### src/rtl/sfsr_pkg.sv
package sfsr_pkg;
    localparam int BYTE_W = 8;
    localparam int PH_W   = $clog2(BYTE_W);

    localparam logic [BYTE_W-1:0] OP_ARM_SR  = 8'h50;
    localparam logic [BYTE_W-1:0] OP_ARM_WEL = 8'h06;
    localparam logic [BYTE_W-1:0] OP_WR_SR   = 8'h01;

    // status bit positions
    localparam int SB_BUSY = 0;
    localparam int SB_WEL  = 1;
    localparam int SB_BP_LO = 2;
    localparam int SB_BP_HI = 5;
    localparam int SB_RSV  = 6;
    localparam int SB_LOCK = 7;

    typedef enum logic [2:0] {
        ST_IDLE,
        ST_OPCODE,
        ST_ARM_END,
        ST_DATA,
        ST_WRITE_END,
        ST_OTHER
    } cmd_state_e;

    typedef struct packed {
        logic arm;
        logic arm_wel;
        logic commit;
        logic cancel;
    } cmd_act_t;
endpackage

### src/rtl/sfsr_pin_sync.sv
module sfsr_pin_sync #(
    parameter int STAGES = 2
) (
    input  logic clk,
    input  logic rst_n,
    input  logic cs_n,
    input  logic sck,
    input  logic si,
    input  logic wp_n,
    output logic cs_low,
    output logic cs_rise,
    output logic cs_fall,
    output logic sck_rise,
    output logic si_s,
    output logic wp_n_s
);
    localparam int NPIN = 4;
    localparam logic [NPIN-1:0] RST_VAL = 4'b1001; // wp_n, si, sck, cs_n

    logic [NPIN-1:0] pins;
    logic [NPIN-1:0] synced;
    logic            cs_d;
    logic            sck_d;

    assign pins = {wp_n, si, sck, cs_n};

    for (genvar p = 0; p < NPIN; p++) begin : g_pin
        logic [STAGES-1:0] chain;
        always_ff @(posedge clk or negedge rst_n) begin
            if (!rst_n) begin
                chain <= {STAGES{RST_VAL[p]}};
            end else begin
                chain <= {chain[STAGES-2:0], pins[p]};
            end
        end
        assign synced[p] = chain[STAGES-1];
    end

    always_ff @(posedge clk or negedge rst_n) begin
        if (!rst_n) begin
            cs_d  <= 1'b1;
            sck_d <= 1'b0;
        end else begin
            cs_d  <= synced[0];
            sck_d <= synced[1];
        end
    end

    assign cs_low   = ~synced[0];
    assign cs_rise  = synced[0] & ~cs_d;
    assign cs_fall  = ~synced[0] & cs_d;
    assign sck_rise = synced[1] & ~sck_d & ~synced[0];
    assign si_s     = synced[2];
    assign wp_n_s   = synced[3];
endmodule

### src/rtl/sfsr_shifter.sv
module sfsr_shifter
    import sfsr_pkg::*;
(
    input  logic              clk,
    input  logic              rst_n,
    input  logic              clear,
    input  logic              shift_en,
    input  logic              din,
    output logic [BYTE_W-1:0] byte_q,
    output logic              byte_stb,
    output logic [PH_W-1:0]   phase
);
    logic [BYTE_W-2:0] sr;
    logic [BYTE_W-1:0] next_byte;

    assign next_byte = {sr, din};

    always_ff @(posedge clk or negedge rst_n) begin
        if (!rst_n) begin
            sr       <= '0;
            phase    <= '0;
            byte_q   <= '0;
            byte_stb <= 1'b0;
        end else begin
            byte_stb <= 1'b0;
            if (clear) begin
                sr    <= '0;
                phase <= '0;
            end else if (shift_en) begin
                sr    <= next_byte[BYTE_W-2:0];
                phase <= phase + 1'b1;
                if (phase == PH_W'(BYTE_W - 1)) begin
                    byte_q   <= next_byte;
                    byte_stb <= 1'b1;
                end
            end
        end
    end
endmodule

### src/rtl/sfsr_cmd_fsm.sv
module sfsr_cmd_fsm
    import sfsr_pkg::*;
(
    input  logic              clk,
    input  logic              rst_n,
    input  logic              cs_fall,
    input  logic              cs_rise,
    input  logic              byte_stb,
    input  logic [BYTE_W-1:0] byte_q,
    input  logic [PH_W-1:0]   phase,
    output cmd_act_t          act
);
    cmd_state_e state, state_nx;
    logic       aligned;

    assign aligned = (phase == '0);

    always_comb begin
        state_nx = state;
        if (cs_rise) begin
            state_nx = ST_IDLE;
        end else begin
            unique case (state)
                ST_IDLE: begin
                    if (cs_fall) state_nx = ST_OPCODE;
                end
                ST_OPCODE: begin
                    if (byte_stb) begin
                        if (byte_q == OP_ARM_SR || byte_q == OP_ARM_WEL)
                            state_nx = ST_ARM_END;
                        else if (byte_q == OP_WR_SR)
                            state_nx = ST_DATA;
                        else
                            state_nx = ST_OTHER;
                    end
                end
                ST_ARM_END: begin
                    if (byte_stb) state_nx = ST_OTHER;
                end
                ST_DATA: begin
                    if (byte_stb) state_nx = ST_WRITE_END;
                end
                ST_WRITE_END: begin
                    if (byte_stb) state_nx = ST_OTHER;
                end
                ST_OTHER: begin
                    state_nx = ST_OTHER;
                end
                default: state_nx = ST_IDLE;
            endcase
        end
    end

    always_ff @(posedge clk or negedge rst_n) begin
        if (!rst_n) state <= ST_IDLE;
        else        state <= state_nx;
    end

    // arming opcode remembered for the WEL variant
    logic arm_is_wel;
    always_ff @(posedge clk or negedge rst_n) begin
        if (!rst_n) begin
            arm_is_wel <= 1'b0;
        end else if (state == ST_OPCODE && byte_stb) begin
            arm_is_wel <= (byte_q == OP_ARM_WEL);
        end
    end

    always_comb begin
        act = '0;
        if (cs_rise && aligned) begin
            unique case (state)
                ST_IDLE, ST_OPCODE: act = '0;
                ST_ARM_END: begin
                    act.arm     = 1'b1;
                    act.arm_wel = arm_is_wel;
                end
                ST_WRITE_END: act.commit = 1'b1;
                ST_DATA, ST_OTHER: act.cancel = 1'b1;
                default: act = '0;
            endcase
        end
    end
endmodule

### src/rtl/sfsr_status_reg.sv
module sfsr_status_reg
    import sfsr_pkg::*;
#(
    parameter int BP_W = SB_BP_HI - SB_BP_LO + 1
) (
    input  logic              clk,
    input  logic              rst_n,
    input  cmd_act_t          act,
    input  logic [BYTE_W-1:0] wdata,
    input  logic              wp_n_s,
    output logic [BYTE_W-1:0] status,
    output logic              armed
);
    logic [BP_W-1:0] bp;
    logic            lock;
    logic            wel;
    logic            frozen;

    assign frozen = lock & ~wp_n_s;

    always_ff @(posedge clk or negedge rst_n) begin
        if (!rst_n) begin
            bp    <= '0;
            lock  <= 1'b0;
            wel   <= 1'b0;
            armed <= 1'b0;
        end else begin
            if (act.arm) begin
                armed <= 1'b1;
                if (act.arm_wel) wel <= 1'b1;
            end else if (act.commit) begin
                armed <= 1'b0;
                wel   <= 1'b0;
                if (armed && !frozen) begin
                    bp   <= wdata[SB_BP_HI:SB_BP_LO];
                    lock <= wdata[SB_LOCK];
                end
            end else if (act.cancel) begin
                armed <= 1'b0;
                wel   <= 1'b0;
            end
        end
    end

    always_comb begin
        status                   = '0;
        status[SB_BUSY]          = 1'b0;
        status[SB_WEL]           = wel;
        status[SB_BP_HI:SB_BP_LO] = bp;
        status[SB_RSV]           = 1'b0;
        status[SB_LOCK]          = lock;
    end
endmodule

### src/rtl/sflash_sr_guard.sv
module sflash_sr_guard
    import sfsr_pkg::*;
#(
    parameter int SYNC_STAGES = 2
) (
    input  logic        clk,
    input  logic        rst_n,
    input  logic        cs_n,
    input  logic        sck,
    input  logic        si,
    input  logic        wp_n,
    output logic [7:0]  status_o,
    output logic        wsr_armed_o,
    output logic        so_oe_o
);
    logic              cs_low_s;
    logic              cs_rise_s;
    logic              cs_fall_s;
    logic              sck_rise_s;
    logic              si_s;
    logic              wp_s;
    logic [BYTE_W-1:0] byte_q;
    logic              byte_stb;
    logic [PH_W-1:0]   phase;
    cmd_act_t          act;

    sfsr_pin_sync #(.STAGES(SYNC_STAGES)) u_sync (
        .clk      (clk),
        .rst_n    (rst_n),
        .cs_n     (cs_n),
        .sck      (sck),
        .si       (si),
        .wp_n     (wp_n),
        .cs_low   (cs_low_s),
        .cs_rise  (cs_rise_s),
        .cs_fall  (cs_fall_s),
        .sck_rise (sck_rise_s),
        .si_s     (si_s),
        .wp_n_s   (wp_s)
    );

    sfsr_shifter u_shift (
        .clk      (clk),
        .rst_n    (rst_n),
        .clear    (cs_fall_s),
        .shift_en (sck_rise_s & cs_low_s),
        .din      (si_s),
        .byte_q   (byte_q),
        .byte_stb (byte_stb),
        .phase    (phase)
    );

    sfsr_cmd_fsm u_fsm (
        .clk      (clk),
        .rst_n    (rst_n),
        .cs_fall  (cs_fall_s),
        .cs_rise  (cs_rise_s),
        .byte_stb (byte_stb),
        .byte_q   (byte_q),
        .phase    (phase),
        .act      (act)
    );

    sfsr_status_reg u_sreg (
        .clk    (clk),
        .rst_n  (rst_n),
        .act    (act),
        .wdata  (byte_q),
        .wp_n_s (wp_s),
        .status (status_o),
        .armed  (wsr_armed_o)
    );

    assign so_oe_o = 1'b0;
endmodule

### config.mk
export PLATFORM = sky130hd
export DESIGN_NAME = sflash_sr_guard
export DESIGN_NICKNAME = d
export VERILOG_FILES = /design/src/rtl/sfsr_pkg.sv /design/src/rtl/sfsr_pin_sync.sv /design/src/rtl/sfsr_shifter.sv /design/src/rtl/sfsr_cmd_fsm.sv /design/src/rtl/sfsr_status_reg.sv /design/src/rtl/sflash_sr_guard.sv
export SDC_FILE = /design/constraint.sdc
export NUM_CORES = 1
export LEC_CHECK = 0
export BUFFER_PORTS_ARGS = -buffer_cell sky130_fd_sc_hd__buf_2
export CAP_MARGIN = 40
export CORE_MARGIN = 2
export CORE_UTILIZATION = 55
export DETAILED_ROUTE_END_ITERATION = 16
export GPL_TIMING_DRIVEN = 0
export PLACE_DENSITY = 0.75
export SLEW_MARGIN = 20
export SYNTH_ARGS = -nofsm -noshare
export SYNTH_HDL_FRONTEND = slang
export SYNTH_SLANG_ARGS = --single-unit
### constraint.sdc
create_clock -name clk -period 2.08 [get_ports clk]
set_input_delay 0.416 -clock clk [delete_from_list [all_inputs] [get_ports clk]]
set_output_delay 0.416 -clock clk [all_outputs]
set_load 0.01 [all_outputs]
==> impl_metrics.env, run 1 <==
export IMPL_status="completed"
export IMPL_fin_crit_ns=1.68
export IMPL_finalHoldViolations=0
export IMPL_cts_clk_slew_worst_paths_ns=0.11
export IMPL_netlist_top_cells_area="dfrtp_1, mux2_2, dfstp_2, nand2_1, mux2i_1"
export IMPL_r2r_setup_slack_ns=0.40
export IMPL_setup_viol=0
export IMPL_reg2reg_depth=5
export IMPL_wl_um=2990
export IMPL_cts_setup_buffers=0
export IMPL_layout_common_cells="dfrtp_1, nand2_1, buf_2, mux2_2, o21ai_0"
export IMPL_start_util_pct=58.0
export IMPL_report_final_slew_viol_count=0
export IMPL_gp_congestion=0.963
export IMPL_hold_buffers=0
export IMPL_clock_root_buffer="clkbuf_4"
export IMPL_synth_warnings=0
export IMPL_r2r_end="u_shift.byte_q[7]$_DFFE_PN0P_"
export IMPL_critical_path_top_delay_family="flip-flops"
export IMPL_ys_ff_latch=40
export IMPL_hp_class="input port to register"
export IMPL_netlist_top_cell_by_area="dfrtp_1"
export IMPL_setup_slack_ns=0.398
export IMPL_drcViolationCount=0
export IMPL_dpl_instance_area_um2=1890
export IMPL_finalCritPeriodShare_pct=80.9
export IMPL_final_cells=217
export IMPL_setup_worst_path_start_class="register"
export IMPL_yosysTopAreaCellShare_pct=49.5
export IMPL_layout_nets=181
export IMPL_initialDrtViolationCount=63
export IMPL_dr_pass1_iters=4
export IMPL_worstSkewPairLatency_ns=0.35
export IMPL_cts_resized=0
export IMPL_antenna_left=0
export IMPL_die_x_um=60.7
export IMPL_via_per_inst=5.40
export IMPL_port_buffers=12
export IMPL_vias=1172
export IMPL_cts_tree="built"
export IMPL_postLayoutCellArea_um2=2000
export IMPL_die_area_um2=3690
export IMPL_drv_cap=0
export IMPL_critPathMaxStageDelay_ns=0.55
export IMPL_h_tree_depth=2
export IMPL_setup_tns_ns=0
export IMPL_holdPathStages=1
export IMPL_power_leakage_nw=1.02
export IMPL_dp_cells=207
export IMPL_grt_pass1_wl_um=5110
export IMPL_rsz0062_at_grt="false"
export IMPL_grt_pass1_vias=1171
export IMPL_seq_area_frac_synth_pct=56.9
export IMPL_worstPathArrival_ns=1.93
export IMPL_antenna_found_initial=0
export IMPL_routedWlPerCell_um=13.8
export IMPL_r2r_start="u_sync.g_pin[0].chain[1]$_DFF_PN1_"
export IMPL_grtUsageTotal_pct=19.9
export IMPL_crit_buf_inv=1
export IMPL_layout_commonest_cell="dfrtp_1"
export IMPL_cts_sinks=40
export IMPL_required_ns=2.32
export IMPL_min_to="u_sync.g_pin[3].chain[0]$_DFF_PN1_"
export IMPL_multi_input_area_um2=676
export IMPL_finClkSkew_ns=0.00757
export IMPL_grt_max_degree=41
export IMPL_end_kind="register"
export IMPL_hold_path_startpoint="wp_n"
export IMPL_overflow=0
export IMPL_dpl_hpwl_um=2100
export IMPL_coreArea_um2=3050
export IMPL_fill_cells=268
export IMPL_syn_inst=149
export IMPL_fmaxAchievable_ghz=0.595
export IMPL_drive_above_1_share_pct=31.2
export IMPL_pre_cts_slack_ns=0.406
export IMPL_path_cells="buf_2 > nor2_1 > and2_2 > nand3b_4 > mux2_2"
export IMPL_fp_dieH_um=60.7
export IMPL_std_cell_rows=20
export IMPL_critPathKind="register to register"
export IMPL_ir_worst_vdd_v=0.000511
export IMPL_regArea_um2=1010
export IMPL_avgSynthCellArea_um2=11.9
export IMPL_clockBufferDepth=2
export IMPL_critical_path_max_fanout=9
export IMPL_syn_cell_area_um2=1770
export IMPL_critPathSlowestCell="dfstp_2"
export IMPL_io_pin_count=16
export IMPL_pwr_density_cell_nw_per_um2=769
export IMPL_cts_buffers=5
export IMPL_synth_distinct_cells=37
export IMPL_synthToLayoutAreaGrowth_pct=12.9
export IMPL_n_antenna_cell=0
[through the flow]
| stage | power, mW | util (%) | hold WS, ns |
|---|---|---|---|
| finish | 1.54 | 65.5 | 0.149 |
| global route | 1.61 | 65.5 | 0.118 |
| CTS | 1.55 | 64.5 | 0.126 |
| detailed placement | 1.04 | 62.0 | 0.340 |
| global placement | 1.03 | 62.0 | 0.333 |
| floorplan | 0.983 | - | 0.120 |
[final cells by class]
type	count	area share, %
Buffer	10	3.76
Clock buffer	6	2.07
Clock inverter	2	1.75
Inverter	5	0.939
Multi-Input combinational cell	96	33.8
Sequential cell	40	50.4
Tap cell	44	2.76
Timing Repair Buffer	14	4.51
[worst max-delay path by stage]
stage                                       start                             to  slack, ns  cells past startpoint
3_5_place_dp   u_sync.g_pin[0].chain[1]$_DFF_PN1_  u_shift.byte_q[4]$_DFFE_PN0P_       0.41                      5
2_1_floorplan  u_sync.g_pin[0].chain[1]$_DFF_PN1_  u_shift.byte_q[0]$_DFFE_PN0P_       0.56                      5
4_1_cts        u_sync.g_pin[0].chain[1]$_DFF_PN1_  u_shift.byte_q[7]$_DFFE_PN0P_       0.37                      5
6_report       u_sync.g_pin[0].chain[1]$_DFF_PN1_  u_shift.byte_q[7]$_DFFE_PN0P_       0.40                      5
3_3_place_gp   u_sync.g_pin[0].chain[1]$_DFF_PN1_  u_shift.byte_q[3]$_DFFE_PN0P_       0.43                      5
5_1_grt        u_sync.g_pin[0].chain[1]$_DFF_PN1_  u_shift.byte_q[3]$_DFFE_PN0P_       0.30                      5
[layer usage]
layer / part of all wire, % / vias up / global-route usage, %
li1: - / 563 / -
met1: 43 / 559 / 25.5
met2: 49 / 38 / 30.3
met3: 4.7 / 12 / 5.97
met4: 3.6 / 0 / 11.5
met5: 0 / - / 0
[sequential cells by signal, indices dropped and copies added (netlist names)]
| signal | count |
|---|---|
| u_shift.byte_q | 8 |
| u_sync.g_pin.chain | 8 |
| u_shift.sr | 7 |
| u_sreg.bp | 4 |
| u_fsm.state | 3 |
| u_shift.phase | 3 |
| u_fsm.arm_is_wel | 1 |
| u_shift.byte_stb | 1 |
| u_sreg.armed | 1 |
| u_sreg.lock | 1 |
| u_sreg.wel | 1 |
| u_sync.cs_d | 1 |
| u_sync.sck_d | 1 |
[cell usage after synthesis, drive strengths merged]
master / number
dfrtp: 35
nand2: 22
mux2: 14
buf: 10
o21ai: 7
a21oi: 6
dfstp: 5
inv: 5
nor2: 5
mux2i: 4
ha: 3
nand3b: 3
nor2b: 3
o31ai: 3
and3: 2
nand4bb: 2
nor4: 2
o22ai: 2
a211oi: 1
a2bb2oi: 1
a311o: 1
a31oi: 1
a41o: 1
and2: 1
and2b: 1
and4bb: 1
conb: 1
nand2b: 1
nand4: 1
nand4b: 1
nor3: 1
or3: 1
or3b: 1
xnor2: 1
[power breakdown]
group / switching (mW) / internal, mW
combinational: 0.0868 / 0.0763
clock: 0.254 / 0.252
sequential: 0.0441 / 0.824
[logic make-up (layout without fill, tap and decap cells)]
family                     count (synthesis)  in the layout  share of synthesized area (%)
buffers and inverters                     15             37                           5.30
DFF                                       40             40                           56.9
adders and majority gates                  3              3                           2.12
and+or+nand+nor                           48             48                           15.7
muxes                                     18             18                           11.2
other                                      1              3                          0.212
xor gates and xnor gates                   1              1                          0.495
AOI/OAI and AO/OA                         23             23                           8.06
No activity file was read; power rests on OpenSTA's default activity.
==> run 2, diff against run 1 <==
Settings changed: CORE_UTILIZATION 55 to 52, PLACE_DENSITY 0.75 to 0.74.
Clock period 2.08 ns to 1.35 ns, I/O delays scaled along.
==> run 2 against run 1 <==
Effect of this change:
- the run now ends with negative setup slack left
- routed wire length increased by 25%
- sequential share of layout area decreased by 9.0 points
- setup slack got worse by 0.58 ns
- cell count increased by 9.7%
- clock skew about the same
- total power increased by 57%
- global-route usage increased by 0.97 points
==> impl_metrics.env, run 2 (same netlist as run 1, synthesis figures left out) <==
export IMPL_violations="negative setup slack"
export IMPL_die_area_um2=3890
export IMPL_required_ns=1.60
export IMPL_grt_pass1_wl_um=6220
export IMPL_coreArea_um2=3310
export IMPL_p_int_mw=1.73
export IMPL_vias=1297
export IMPL_reg_top3="u_shift.byte_q x8, u_sync.g_pin.chain x8, u_shift.sr x7"
export IMPL_wl_um=3750
export IMPL_setup_slack_ns=-0.180
export IMPL_switching_power_mw=0.686
export IMPL_fp_dieH_um=62.3
export IMPL_ir_worst_vdd_v=0.000882
export IMPL_start_util_pct=53.4
export IMPL_antenna_found_initial=0
export IMPL_initialDrtViolationCount=120
export IMPL_dpl_hpwl_um=2230
export IMPL_p_sw_share_pct=28.4
export IMPL_clock_root_buffer="clkbuf_4"
export IMPL_grt_max_degree=41
export IMPL_critical_path_max_fanout=5
export IMPL_cts_sinks=40
export IMPL_layout_common_cells="dfrtp_1, buf_4, nand2_1, buf_2, mux2_4"
export IMPL_route_met3_wl_um=126
export IMPL_p_clk_share_pct=27.6
export IMPL_setup_viol=24
export IMPL_wl_met1_um=1610
export IMPL_h_tree_depth=2
export IMPL_setup_tns_ns=-2.23
export IMPL_fill_cells=226
export IMPL_final_cells=238
export IMPL_overflow=0
export IMPL_pwr_share_comb_pct=16.3
export IMPL_grt_pass1_vias=1296
export IMPL_top_layer_used="met4"
export IMPL_r2r_start="u_shift.phase[0]$_DFFE_PN0P_"
export IMPL_finalCritPeriodShare_pct=113
export IMPL_report_final_slew_viol_count=0
export IMPL_gp_congestion=0.749
export IMPL_drive_above_1_share_pct=53.6
export IMPL_cp_startpoint="u_shift.phase[0]$_DFFE_PN0P_"
export IMPL_critPathKind="register to register"
export IMPL_hp_class="input port to async pin"
export IMPL_worstPathArrival_ns=1.78
export IMPL_clockBufferDepth=2
export IMPL_power_leakage_nw=1.23
export IMPL_via_per_inst=5.45
export IMPL_finClkSkew_ns=0.00747
export IMPL_fmaxAchievable_ghz=0.654
export IMPL_multi_input_area_um2=937
export IMPL_seq_power_share_pct=56.1
export IMPL_synthToLayoutAreaGrowth_pct=37.8
export IMPL_reg2reg_depth=6
export IMPL_die_x_um=62.3
export IMPL_dp_cells=209
export IMPL_pre_cts_slack_ns=-0.309
export IMPL_layout_commonest_cell="dfrtp_1"
export IMPL_cts_tree="built"
export IMPL_wl_met2_um=1950
export IMPL_io_pin_count=16
export IMPL_drv_cap=0
export IMPL_worstSkewPairLatency_ns=0.36
export IMPL_rsz0062_at_grt="true"
export IMPL_end_kind="register"
export IMPL_grtUsageTotal_pct=20.9
export IMPL_std_cell_rows=21
export IMPL_layout_nets=200
export IMPL_status="finished with violations"
export IMPL_port_buffers=12
export IMPL_cts_buffers=5
export IMPL_regArea_um2=1010
export IMPL_dr_pass1_iters=4
export IMPL_drcViolationCount=0
export IMPL_routedWlPerCell_um=15.7
export IMPL_cts_clk_slew_worst_paths_ns=0.13
export IMPL_setup_worst_path_start_class="register"
export IMPL_n_antenna_cell=0
export IMPL_finalHoldViolations=0
export IMPL_antenna_left=0
export IMPL_pwr_density_cell_nw_per_um2=992
export IMPL_fin_crit_ns=1.53
[run 2: cell count changes in the layout (fill, tap and decap cells not counted), moves of 5 or more]
cell     before  now
buf_4         5   18
mux2_2       14    5
mux2_4        0    9
a21oi_1       6    1
nand2_1      22   17
o21ai_0       7    2
[run 2: routing by layer]
metal | up-vias | global-route usage (%)
met3 | 4 | 5.43
met2 | 30 | 35.7
met5 | - | 0
met1 | 662 | 25.7
met4 | 0 | 7.50
li1 | 601 | -
[run 2: power groups by stage]
| stage | Clock [mW] | Combinational (mW) | Sequential (mW) |
|---|---|---|---|
| after floorplan | 0 | 0.180 | 1.34 |
| after global placement | 0 | 0.234 | 1.36 |
| after detailed placement | 0 | 0.247 | 1.37 |
| after CTS | 0.673 | 0.324 | 1.34 |
| after global routing | 0.734 | 0.428 | 1.36 |
| final | 0.668 | 0.394 | 1.36 |
[run 2: path summary, 6_finish.rpt]
check	end	slack, ns
max	u_sreg.bp[1]$_DFFE_PN0P_	-0.18
min	u_sreg.lock$_DFFE_PN0P_	0.29
max reg2reg	u_sreg.bp[1]$_DFFE_PN0P_	-0.18
min reg2reg	u_sync.g_pin[3].chain[1]$_DFF_PN1_	0.36
max in group asynchronous	u_sync.g_pin[0].chain[0]$_DFF_PN1_	0.58
min in group clk	u_sync.g_pin[3].chain[1]$_DFF_PN1_	0.36
[run 2: final cells by class]
| type | count | share of cell area [%] |
|---|---|---|
| plain buffers | 10 | 3.80 |
| clock buffers | 6 | 2.10 |
| clock inverters | 2 | 0.616 |
| inverters | 5 | 0.770 |
| multi-input cells | 97 | 38.4 |
| flip-flops and latches | 40 | 41.4 |
| well taps | 46 | 2.36 |
| repair buffers | 32 | 10.5 |
[run 2: critical path, cell delays in order, from the launching register on]
cell and delay (ns):
dfrtp_1 0.42, inv_2 0.09, ha_4 0.15, nand4bb_4 0.13, a21oi_4 0.15, nand4b_4 0.15
mux2_4 0.33
[run 2: per-stage QoR]
step / util [%] / area, um2 / hold slack, ns / total power, mW
floorplan: - / 1820 / -0.0256 / 1.52
global route: 73.7 / 2440 / 0.279 / 2.53
detailed placement: 58.6 / 1940 / 0.342 / 1.61
finish: 73.7 / 2440 / 0.286 / 2.42
global placement: 58.6 / 1940 / 0.338 / 1.59
CTS: 67.1 / 2220 / 0.00203 / 2.34
[run 2: repair_timing]
action,4_1_cts,5_1_grt
resized for setup,23,28
setup buffers,11,2
setup endpoints to repair,23,26
hold buffers,2,3
pin swaps,9,7
endpoints found under the hold margin,2,9
cloned,1,1
==> run 3, diff against run 2 <==
Settings changed: CORE_UTILIZATION 52 to 50, PLACE_DENSITY 0.74 to 0.72, RECOVER_POWER set to 100.
==> run 3 against run 2 <==
Effect of this change:
- the run still ends with negative setup slack left
- via count is 1.3% lower
- core utilization down 3.2 points
- clock-buffer cell count stayed put
- cell count rose by 2.5%
- sequential cell count did not move
- routed wire length shrank 0.64%
- first-iteration DRC count fell by 16%
- sequential share of layout area grew 1.2 points
==> impl_metrics.env, run 3 (same netlist as run 1, synthesis figures left out) <==
export IMPL_status="finished with violations"
export IMPL_violations="negative setup slack"
export IMPL_initialDrtViolationCount=101
export IMPL_finalHoldViolations=0
export IMPL_cts_tree="built"
export IMPL_grt_pass1_wl_um=5860
export IMPL_drive_above_1_share_pct=47.0
export IMPL_crit_buf_inv=1
export IMPL_fin_util_pct=70.4
export IMPL_critPathKind="register to register"
export IMPL_std_cell_rows=21
export IMPL_drv_cap=0
export IMPL_grt_max_degree=41
export IMPL_end_kind="register"
export IMPL_fmaxAchievable_ghz=0.640
export IMPL_layout_nets=206
export IMPL_h_tree_depth=2
export IMPL_n_antenna_cell=0
export IMPL_seq_power_share_pct=56.8
export IMPL_dpl_hpwl_um=2150
export IMPL_grtUsageTotal_pct=19.3
export IMPL_p_sw_share_pct=27.6
export IMPL_synthToLayoutAreaGrowth_pct=33.9
export IMPL_pwr_share_comb_pct=17.5
export IMPL_overflow=0
export IMPL_cts_clk_slew_worst_paths_ns=0.12
export IMPL_layout_commonest_cell="dfrtp_1"
export IMPL_fp_dieH_um=63.5
export IMPL_hp_class="register to register"
export IMPL_clockBufferDepth=2
export IMPL_layout_common_cells="dfrtp_1, buf_4, nand2_1, buf_2, mux2_4"
export IMPL_clock_root_buffer="clkbuf_4"
export IMPL_report_final_slew_viol_count=0
export IMPL_setup_worst_path_start_class="register"
export IMPL_critical_path_top_delay_family="flip-flops"
export IMPL_path_cells="inv_2 > ha_4 > nand4bb_1 > a21oi_2 > nand4b_4 > mux2_4"
export IMPL_critical_path_max_fanout=5
export IMPL_die_x_um=63.5
export IMPL_setup_viol=19
export IMPL_cts_sinks=40
export IMPL_antenna_found_initial=0
export IMPL_power_leakage_nw=1.22
export IMPL_worstPathArrival_ns=1.81
export IMPL_pwr_density_cell_nw_per_um2=993
export IMPL_start_util_pct=52.6
export IMPL_total_power_mw=2.35
export IMPL_tightest_slew_ns=0.713
export IMPL_reg_top3="u_shift.byte_q x8, u_sync.g_pin.chain x8, u_shift.sr x7"
export IMPL_drcViolationCount=0
export IMPL_ir_worst_vdd_v=0.000798
export IMPL_coreArea_um2=3360
export IMPL_critPathMaxStageDelay_ns=0.42
export IMPL_setup_slack_ns=-0.213
export IMPL_rsz0062_at_grt="true"
export IMPL_p_clk_share_pct=25.6
export IMPL_fin_crit_ns=1.56
export IMPL_antenna_left=0
export IMPL_relSlewSlack_pct=52.5
export IMPL_io_pin_count=16
export IMPL_critPathSlowestCell="dfrtp_1"
export IMPL_gp_congestion=0.842
export IMPL_pre_cts_slack_ns=-0.232
export IMPL_port_buffers=12
export IMPL_dr_pass1_iters=4
export IMPL_grt_pass1_vias=1263
export IMPL_required_ns=1.60
export IMPL_vias=1280
export IMPL_via_per_inst=5.25
export IMPL_p_int_mw=1.70
export IMPL_finalCritPeriodShare_pct=116
export IMPL_die_area_um2=4030
export IMPL_cts_buffers=5
export IMPL_finClkSkew_ns=0.0147
export IMPL_wl_um=3720
export IMPL_switching_power_mw=0.648
export IMPL_worstSkewPairLatency_ns=0.37
export IMPL_routedWlPerCell_um=15.3
run 3: cell count changes in the layout (fill, tap and decap cells not counted), moves of 2 or more:
| cell | previous run | this run |
|---|---|---|
| buf_4 | 18 | 25 |
| a21oi_1 | 1 | 5 |
| a21oi_2 | 4 | 1 |
| nand2_1 | 17 | 20 |
| o21ai_1 | 3 | 6 |
| clkbuf_1 | 0 | 2 |
| nand2_2 | 4 | 2 |
| nand4bb_1 | 0 | 2 |
| nand4bb_4 | 2 | 0 |
| o21ai_2 | 2 | 0 |
run 3: worst paths after layout:
| kind | from | endpoint | slack (ns) | cells past startpoint |
|---|---|---|---|---|
| setup / recovery | u_shift.phase[1]$_DFFE_PN0P_ | u_sreg.bp[3]$_DFFE_PN0P_ | -0.21 | 6 |
| max in group asynchronous | rst_n | u_sync.g_pin[0].chain[0]$_DFF_PN1_ | 0.25 | 3 |
| hold reg to reg | u_sync.g_pin[2].chain[0]$_DFF_PN0_ | u_sync.g_pin[2].chain[1]$_DFF_PN0_ | 0.36 | 0 |
| min in group asynchronous | rst_n | u_shift.byte_q[6]$_DFFE_PN0P_ | 0.45 | 2 |
| setup reg to reg | u_shift.phase[1]$_DFFE_PN0P_ | u_sreg.bp[3]$_DFFE_PN0P_ | -0.21 | 6 |
| hold / removal | u_sync.g_pin[2].chain[0]$_DFF_PN0_ | u_sync.g_pin[2].chain[1]$_DFF_PN0_ | 0.36 | 0 |
run 3: metal layers:
metal	wire, um	up-vias	global-route usage (%)
met3	124	11	4.46
li1	-	615	-
met5	0	-	0
met2	2010	31	34.5
met4	91	0	8.70
met1	1500	623	21.8
run 3: power by group through the flow:
stage / sequential, mW / clock [mW] / combinational, mW
after global placement: 1.36 / 0 / 0.233
after detailed placement: 1.36 / 0 / 0.241
after floorplan: 1.34 / 0 / 0.180
final: 1.34 / 0.603 / 0.412
after CTS: 1.34 / 0.604 / 0.294
after global routing: 1.35 / 0.660 / 0.459
run 3: repair_timing:
action / CTS / global route
endpoints found under the hold margin: 2 / 11
setup endpoints to repair: 23 / 25
gates resized for setup: 15 / 18
buffers inserted: 13 / 6
hold buffers: 2 / 3
cloned: 1 / 1
pin swaps: 7 / 4
run 3: through the flow:
step,instance area (um2),cells,TNS (ns),hold slack [ns]
after global routing,2370,244,-3.20,0.371
final,2370,244,-2.06,0.364
after CTS,2180,233,-1.86,0.000828
after floorplan,1820,151,-0.659,-0.0256
after detailed placement,1940,209,-2.46,0.340
after global placement,1940,209,-2.26,0.335
run 3: layout make-up:
type                       instances  area, um2
sequential                        40       1010
fill                             256        995
multi-input combinational         97        842
timing repair buffer              38        297
buffer                            10       87.6
tap                               46       57.6
clock buffer                       6       41.3
inverter                           5       22.5
clock inverter                     2       12.5
